--- config.mk ---
export PLATFORM = sky130hd
export DESIGN_NAME = lowbit_mask_unit
export DESIGN_NICKNAME = d
export VERILOG_FILES = /design/src/rtl/lmu_pkg.sv /design/src/rtl/lmu_mask_gen.sv /design/src/rtl/lmu_terms.sv /design/src/rtl/lmu_combine.sv /design/src/rtl/lowbit_mask_unit.sv
export SDC_FILE = /design/constraint.sdc
export NUM_CORES = 1
export LEC_CHECK = 0
export BUFFER_PORTS_ARGS = -buffer_cell sky130_fd_sc_hd__clkbuf_2
export CORE_AREA = 10 10 175 177
export CTS_CLUSTER_SIZE = 24
export DETAILED_ROUTE_END_ITERATION = 6
export DIE_AREA = 0 0 185 187
export MAX_ROUTING_LAYER = met4
export PLACE_DENSITY = 0.71
export SLEW_MARGIN = 10
export SYNTH_ARGS = -nofsm -noshare
export SYNTH_HDL_FRONTEND = slang
export SYNTH_SLANG_ARGS = --single-unit
--- constraint.sdc ---
create_clock -name clk_i -period 6.12 [get_ports clk_i]
set_clock_uncertainty 0.1 [all_clocks]
set_input_delay 0.612 -clock clk_i [delete_from_list [all_inputs] [get_ports clk_i]]
set_output_delay 0.612 -clock clk_i [all_outputs]
set_load 0.005 [all_outputs]
--- src/rtl/lmu_pkg.sv ---
package lmu_pkg;

   typedef enum logic [1:0] {
      T2_NEG  = 2'd0,
      T2_DEC  = 2'd1,
      T2_INC  = 2'd2,
      T2_NINC = 2'd3
   } term2_form_e;

   typedef enum logic [1:0] {
      CMB_OR   = 2'd0,
      CMB_AND  = 2'd1,
      CMB_XOR  = 2'd2,
      CMB_RSVD = 2'd3
   } comb_op_e;

   typedef struct packed {
      logic        keep_ra;
      term2_form_e form;
      comb_op_e    comb;
   } op_dec_t;

   // Field bit 0 (big-endian) is port bit 4.
   function automatic op_dec_t decode_op(input logic [4:0] f);
      op_dec_t d;
      d.keep_ra = f[0];
      d.form    = term2_form_e'({f[2], f[1]});
      d.comb    = comb_op_e'({f[4], f[3]});
      return d;
   endfunction

endpackage

--- src/rtl/lmu_mask_gen.sv ---
module lmu_mask_gen #(
   parameter int XLEN  = 64,
   parameter int SEL_W = 5
) (
   input  logic [XLEN-1:0]  src_a,
   input  logic [XLEN-1:0]  mask_b,
   input  logic [SEL_W-1:0] mask_idx,
   output logic [XLEN-1:0]  mask,
   output logic [XLEN-1:0]  ra
);
   localparam logic [SEL_W-1:0] SEL_NONE = '0;

   always_comb begin
      mask = (mask_idx == SEL_NONE) ? {XLEN{1'b1}} : mask_b;
      ra   = src_a & mask;
   end
endmodule

--- src/rtl/lmu_terms.sv ---
module lmu_terms
   import lmu_pkg::*;
#(
   parameter int XLEN = 64
) (
   input  logic [XLEN-1:0] ra,
   input  logic [XLEN-1:0] mask,
   input  logic            keep_ra,
   input  term2_form_e     form,
   output logic [XLEN-1:0] term1,
   output logic [XLEN-1:0] term2
);
   localparam logic [XLEN-1:0] ONE = XLEN'(1);

   logic [XLEN-1:0] inc_ra;
   logic [XLEN-1:0] raw2;

   assign inc_ra = ra + ONE;

   always_comb begin
      unique case (form)
         T2_NEG:  raw2 = (~ra) + ONE;
         T2_DEC:  raw2 = ra - ONE;
         T2_INC:  raw2 = inc_ra;
         default: raw2 = ~inc_ra;
      endcase
      term1 = (keep_ra ? ra : ~ra) & mask;
      term2 = raw2 & mask;
   end
endmodule

--- src/rtl/lmu_combine.sv ---
module lmu_combine
   import lmu_pkg::*;
#(
   parameter int XLEN = 64
) (
   input  logic [XLEN-1:0] term1,
   input  logic [XLEN-1:0] term2,
   input  logic [XLEN-1:0] mask,
   input  logic [XLEN-1:0] src_a,
   input  logic            restore,
   input  comb_op_e        comb,
   output logic [XLEN-1:0] value,
   output logic            reserved
);
   logic [XLEN-1:0] merged;

   always_comb begin
      reserved = 1'b0;
      unique case (comb)
         CMB_OR:  merged = term1 | term2;
         CMB_AND: merged = term1 & term2;
         CMB_XOR: merged = term1 ^ term2;
         default: begin
            merged   = '0;
            reserved = 1'b1;
         end
      endcase
      merged = merged & mask;
      if (restore && !reserved) begin
         merged = merged | (src_a & ~mask);
      end
      value = merged;
   end
endmodule

--- src/rtl/lowbit_mask_unit.sv ---
module lowbit_mask_unit
   import lmu_pkg::*;
#(
   parameter int XLEN  = 64,
   parameter int SEL_W = 5
) (
   input  logic             clk_i,
   input  logic             rst_ni,
   input  logic             in_valid,
   input  logic [XLEN-1:0]  src_a,
   input  logic [XLEN-1:0]  mask_b,
   input  logic [SEL_W-1:0] mask_idx,
   input  logic [4:0]       op_field,
   input  logic             restore,
   output logic             out_valid,
   output logic [XLEN-1:0]  result,
   output logic             reserved_op
);
   generate
      if (XLEN < 2) begin : g_bad_xlen
         $error("lowbit_mask_unit: XLEN must be at least 2");
      end
      if (SEL_W < 1) begin : g_bad_sel
         $error("lowbit_mask_unit: SEL_W must be at least 1");
      end
   endgenerate

   op_dec_t         dec;
   logic [XLEN-1:0] mask;
   logic [XLEN-1:0] ra;
   logic [XLEN-1:0] term1;
   logic [XLEN-1:0] term2;
   logic [XLEN-1:0] value_d;
   logic            rsvd_d;

   assign dec = decode_op(op_field);

   lmu_mask_gen #(.XLEN(XLEN), .SEL_W(SEL_W)) u_mask (
      .src_a    (src_a),
      .mask_b   (mask_b),
      .mask_idx (mask_idx),
      .mask     (mask),
      .ra       (ra)
   );

   lmu_terms #(.XLEN(XLEN)) u_terms (
      .ra      (ra),
      .mask    (mask),
      .keep_ra (dec.keep_ra),
      .form    (dec.form),
      .term1   (term1),
      .term2   (term2)
   );

   lmu_combine #(.XLEN(XLEN)) u_comb (
      .term1    (term1),
      .term2    (term2),
      .mask     (mask),
      .src_a    (src_a),
      .restore  (restore),
      .comb     (dec.comb),
      .value    (value_d),
      .reserved (rsvd_d)
   );

   always_ff @(posedge clk_i) begin
      if (!rst_ni) begin
         out_valid   <= 1'b0;
         result      <= '0;
         reserved_op <= 1'b0;
      end else begin
         out_valid <= in_valid;
         if (in_valid) begin
            result      <= value_d;
            reserved_op <= rsvd_d;
         end
      end
   end
endmodule

**Word-level counts from Yosys, hierarchy flattened**

Index checks and enable logic that the tools add are counted.

- $add $sub $neg: 3
- Eq/ne operators: 4
- Muxes and demuxes: 6
- Bitwise logic cells: 12
- Reduce and logical (&&, ||, !) cells: 5

Operator list:

| cell | number |
|---|---|
| 64-bit AND | 6 |
| 64-bit one-hot mux with 3 select lines | 2 |
| 64-bit 2-to-1 mux | 3 |
| 64-bit NOT | 3 |
| 64-bit by 1-bit adder with 64-bit output (second input constant) | 2 |
| 64-bit OR | 2 |
| 64-bit by 1-bit subtractor with 64-bit output (second input constant) | 1 |
| 64-bit bitwise XOR | 1 |
| 5-bit logical NOT | 1 |
| 2-bit by 1-bit == test with 1-bit output (second input constant) | 2 |
| 2-bit == test (second input constant) | 2 |
| 2-bit logical NOT | 2 |
| 3-bit OR reduction | 1 |
| 1-bit logical AND | 1 |
| 1-bit 2-to-1 mux | 1 |

- Flip-flop bits (word level): 66
- Bits of input ports: 142
- Output and inout port bits: 66
- Word-level logic and storage cells: 33

**Longest topological paths before layout**

- Depth in word-level cells: 12
- Gate-level depth with buffers: 24
- Mapped depth without buffers: 21

**Hierarchy**

From an unflattened synthesis, not the netlist that was laid out.

- Cell total of the unflattened synthesis: 1,920
- Area, all modules: 14,408.8 um2

By module, submodules not included:

| module | instances | cells an instance | area an instance (um2) | seq. area each (um2) |
|---|---|---|---|---|
| lmu_combine | 1 | 684 | 5,036.1 | 0.0 |
| lmu_terms | 1 | 731 | 4,687.0 | 0.0 |
| lowbit_mask_unit | 1 | 212 | 2,534.9 | 1,321.3 |
| lmu_mask_gen | 1 | 293 | 2,150.8 | 0.0 |

**Worst setup path after synthesis**

No wires, ideal clock.

- Path type: input to register
- Start: input mask_idx[1]
- End: register result[58]
- Setup time: 0.115 ns
- Data arrival time: 4.555 ns
- Data required time: 5.905 ns
- Slack: 1.350 ns
- Stages: 22
- Buffers on the path: 2
- Cells stage by stage: nor3_2 -> buf_2 -> buf_2 -> a22oi_1 -> inv_1 -> ha_1 -> nand4_1 -> nor4_1 -> o2111ai_1 -> nor4_1 -> nand3_1 -> o21ai_0 -> a211oi_1 -> or2_2 -> ha_1 -> a21oi_1 -> nor2_1 -> a21oi_1 -> nor2_1 -> a31oi_1 -> o22ai_1 -> and2_1

- Word-level cells in the longest chain between the ends: 12
- Elaborated cells on any way between the ends: 21
- Classes of those cells: 3 x add/sub; 5 x mux; 12 x bitwise; 1 x reduce/logical

RTL lines:

| what | RTL line | text |
|---|---|---|
| start, declared | lowbit_mask_unit.sv:12 | `input logic [SEL_W-1:0] mask_idx,` |
| 5-bit logical NOT * | lmu_mask_gen.sv:14 | `mask = (mask_idx == SEL_NONE) ? {XLEN{1'b1}} : mask_b;` |
| 64-bit 2-to-1 mux * | lmu_mask_gen.sv:14 |  |
| 64-bit AND | lmu_mask_gen.sv:15 | `ra = src_a & mask;` |
| 64-bit by 1-bit adder with 64-bit output or 64-bit NOT (tied branches) | lmu_terms.sv:18, lmu_terms.sv:22, lmu_terms.sv:27 |  |
| 64-bit NOT or 64-bit by 1-bit adder with 64-bit output (tied branches) | lmu_terms.sv:25, lmu_terms.sv:22 |  |
| 64-bit one-hot mux with 3 select lines | lmu_terms.sv:21 | `unique case (form)` |
| 64-bit AND | lmu_terms.sv:28 | `term2 = raw2 & mask;` |
| 64-bit bitwise XOR (tied with other cells) | lmu_combine.sv:22 | `CMB_XOR: merged = term1 ^ term2;` |
| 64-bit one-hot mux with 3 select lines | lmu_combine.sv:19 | `unique case (comb)` |
| 64-bit AND | lmu_combine.sv:28 | `merged = merged & mask;` |
| 64-bit OR | lmu_combine.sv:30 | `merged = merged \| (src_a & ~mask);` |
| 64-bit 2-to-1 mux * | lmu_combine.sv:29 | `if (restore && !reserved) begin` |
| end signal, assigned | lowbit_mask_unit.sv:74 | `result <= value_d;` |
| end, declared | lowbit_mask_unit.sv:16 | `output logic [XLEN-1:0] result,` |

Mark *: on every way between the ends. The rest lies on a longest branch, timed or not.
A chain may end at the register's enable or synchronous reset.

**Final worst setup path**

- Start: input mask_idx[3]
- End: register result[63]

Same word-level chain as after synthesis.

==> results.toml <==
[setup_path]
crit_fanout = 26
cp_top_family = "simple AND/OR/NAND/NOR gates"
rrSetupSlack_ps = 5190
crit_path_frequent_cell = "nor2_1"
startpoint_type = "input port"
r2r_end = "result[63]"
arrival_ps = 5340
critPathCaptureType = "flop"
slowest_stage = "and4b_1"
path_class = "input port to flop"
timing.rr.start = "result[63]"
max_stage_delay_ps = 710
cp.required_ps = 6280
reg2reg_depth = 3
crit_buf_inv = 2
path_depth = 18
path_cells = "clkbuf_2 > or2_2 > nor2_4 > buf_4 > o21ai_0 > and4b_1 > nand3_2 > or4_4 > or4b_1 > nand3_1 > ha_1 > mux2i_1 > nor2_1 > a21oi_1 > nor2_1 > a31oi_1 > o22ai_1 > and2_1"

[final_layout]
drive_above_1_share_pct = 13.5
multi_input_area_um2 = 10700
fillers = 2745
ff_latch_area_um2 = 1320
syn2layout_area_growth_pct = 10.0
final_nets = 2402

[cts]
numCtsBuffers = 9
h-tree-depth = 3
cts_resized = 0
clk_latency_ps = 360
clk_pin_slew_ps = 70
ctsHoldBuffers = 0
cts_tree = "yes"
cts_num_sinks = 66
postCtsSetupBuffers = 0
root_buffer = "clkbuf_16"
cts_buffer_depth = 2

[timing]
setup_viol = 0
min_period_ps = 5170
grt_setup_unrepaired = "false"
worstMarginPinSlew_ps = 1040
final_hold_viol_count = 0
timing.hold.ws_ps = 495
maxSlewViolCount = 0
clock.fmax_mhz = 193
fin_crit_sh_pct = 84.5
tns_ps = 0
max-slew-margin-rel_pct = 29.8

[hold_path]
hold_path_class = "flop to flop"
hold-path-endpoint = "result[32]"
whs_path_depth = 3
worstHoldStart = "result[32]"

[global_route]
grt_max_degree = 75
grt_pass1_wl_mm = 78.2
antenna_found_initial = 3
overflow = 0
grt_usage_pct = 28.3
grt_pass1_vias = 14700

[detailed_routing]
num_vias = 15100
antenna_left = 0
first_pass_iters = 6
drc_errors = 0
wirelength_mm = 49.5
drtIter0Drc = 1285
via_per_inst = 6.07
wl_per_cell_um = 19.9

[power]
p_int_mw = 1.16
combPwrFrac_pct = 50.1
peakVddDrop_v = 0.0000925
power_frac_seq_pct = 22.9
power_frac_clock_pct = 27.0
power_density_nw_per_um2 = 136
swShare_pct = 42.1
p_leak_nw = 6.20
net-switching-power_mw = 0.843

[synth]
synth_top_family_by_area = "simple AND/OR/NAND/NOR gates"
synthesis.area_um2 = 13400
synthMuxAreaShare_pct = 2.51
synth_xor_area_share_pct = 12.1
netlist_instances = 2046
syn_nets = 2318
synth.distinct_cells = 79
synthAdderAreaFrac_pct = 12.2
synthArstFlopShare_pct = 0
yosys.area_share.simple_pct = 29.8
synth_edf_count = 0
ys.flop_type = "dfxtp_1"
ys_seq_elements = 66
yosysWarnings = 0
synth_seq_area_share_pct = 9.89
synth_compound_area_share_pct = 23.7
avgSynthCellArea_um2 = 6.53

[run_status]
status = "complete, no violations"

[run]
maxCapViolCount = 0

[die]
core_um2 = 27300
die_x_um = 185
dieArea_um2 = 34600
ios = 208
row_count = 61
start_util_pct = 48.9
die_y_um = 187

[place]
dpl.hpwl_mm = 36.5
gp_routability_congestion = 0.998
numPortBuffers = 207
## registers in the layout (all words and copies together), names as in the netlist
name	flops
out_valid	1
result	64
reserved_op	1
## layout make-up
| cell class | count | share of cell area [%] |
|---|---|---|
| tap | 346 | 2.94 |
| multi-input combinational | 1640 | 73.0 |
| antenna | 3 | 0.0511 |
| clock buffer | 14 | 1.86 |
| inverter | 179 | 4.57 |
| clock inverter | 2 | 0.0681 |
| sequential | 66 | 8.99 |
| timing repair buffer | 234 | 8.48 |
## power groups by stage
stage | sequential, mW | combinational (mW) | clock, mW
CTS | 0.459 | 0.993 | 0.547
floorplan | 0.469 | 0.719 | 0
global route | 0.461 | 1.12 | 0.566
detailed placement | 0.468 | 0.988 | 0
global placement | 0.467 | 0.954 | 0
finish | 0.459 | 1.00 | 0.540
## layer usage
layer	part of all wire, %	routed length, um	global-route usage (%)	vias to the layer above
met5	0	0	-	-
met4	2.6	1300	10.4	0
met3	7.9	3920	4.43	109
met2	47	23100	45.3	729
met1	43	21200	35.2	7013
li1	-	-	-	7224
## layout by cell type (no fill, tap or decap), drive strengths merged, types with 5 or more instances in the layout
| cell type | synthesis | routed |
|---|---|---|
| nor2 | 275 | 275 |
| clkbuf | 121 | 217 |
| inv | 179 | 179 |
| a21oi | 147 | 147 |
| xnor2 | 145 | 145 |
| ha | 130 | 130 |
| o21ai | 104 | 104 |
| nand2 | 99 | 99 |
| and2 | 96 | 96 |
| nor2b | 92 | 92 |
| o22ai | 78 | 78 |
| a31oi | 74 | 74 |
| dfxtp | 66 | 66 |
| xor2 | 39 | 39 |
| nand3 | 38 | 38 |
| nand4 | 37 | 37 |
| buf | 40 | 31 |
| mux2i | 29 | 29 |
| nor3 | 24 | 24 |
| nor4 | 22 | 22 |
| and3 | 21 | 21 |
| o31ai | 18 | 18 |
| or2 | 18 | 18 |
| a22oi | 17 | 17 |
| or3 | 10 | 10 |
| a21o | 10 | 10 |
| o2111ai | 9 | 9 |
| or4 | 9 | 9 |
| nor3b | 8 | 8 |
| o41ai | 8 | 8 |
| a2111oi | 6 | 6 |
| and4 | 5 | 5 |
| nand2b | 5 | 5 |
## worst max path at each step
stage	from	end	slack (ps)
finish	mask_idx[3]	result[63]	950
detailed placement	mask_idx[1]	result[60]	630
global placement	mask_idx[1]	result[60]	900
CTS	mask_idx[1]	result[60]	1020
global route	mask_idx[1]	result[60]	630
floorplan	mask_idx[1]	result[58]	1350
## cells in the mapped netlist, types with 12 or more instances
cell      number  area share [%]
and2_1        96             4.5
nand2_1       99             2.8
nand3_1       37             1.4
a21oi_1      145             5.4
dfxtp_1       66             9.9
nor3_1        22            0.82
nor2_1       274             7.7
o31ai_1       18             1.0
and3_1        21            0.98
o21ai_0      102             3.8
ha_1         130              12
nor4_1        20            0.94
xor2_1        39             2.6
nor2b_1       92             4.3
or2_2         16            0.75
nand4_1       37             1.7
clkbuf_1     120             3.4
xnor2_1      145             9.5
a22oi_1       17            0.95
mux2i_1       29             2.2
a31oi_1       74             3.5
buf_2         12            0.45
o22ai_1       78             3.7
buf_1         22            0.62
inv_1        179             5.0
## worst min-delay path, stage by stage (launching register included)
cell,delay (ps)
dfxtp_1,310
inv_1,40
o22ai_1,60
and2_1,140
## kinds of logic after synthesis
kind of cell,count (synthesis)
and+or+nand+nor,777
DFF,66
AOI/OAI and AO/OA,516
adders and majority gates,130
buffers and inverters,340
muxes,33
xor gates and xnor gates,184
## stage by stage
stage	setup WS, ps	area [um2]	cells	utilization (%)	total power, mW
3_3_place_gp	901	14400	2465	52.7	1.42
6_report	949	14700	2484	53.8	2.00
2_1_floorplan	1350	13400	2046	-	1.19
3_5_place_dp	632	14400	2465	52.7	1.46
5_1_grt	630	14700	2484	53.8	2.15
4_1_cts	1020	14700	2481	53.8	2.00
Note: power is estimated with default switching activity, not from simulation.
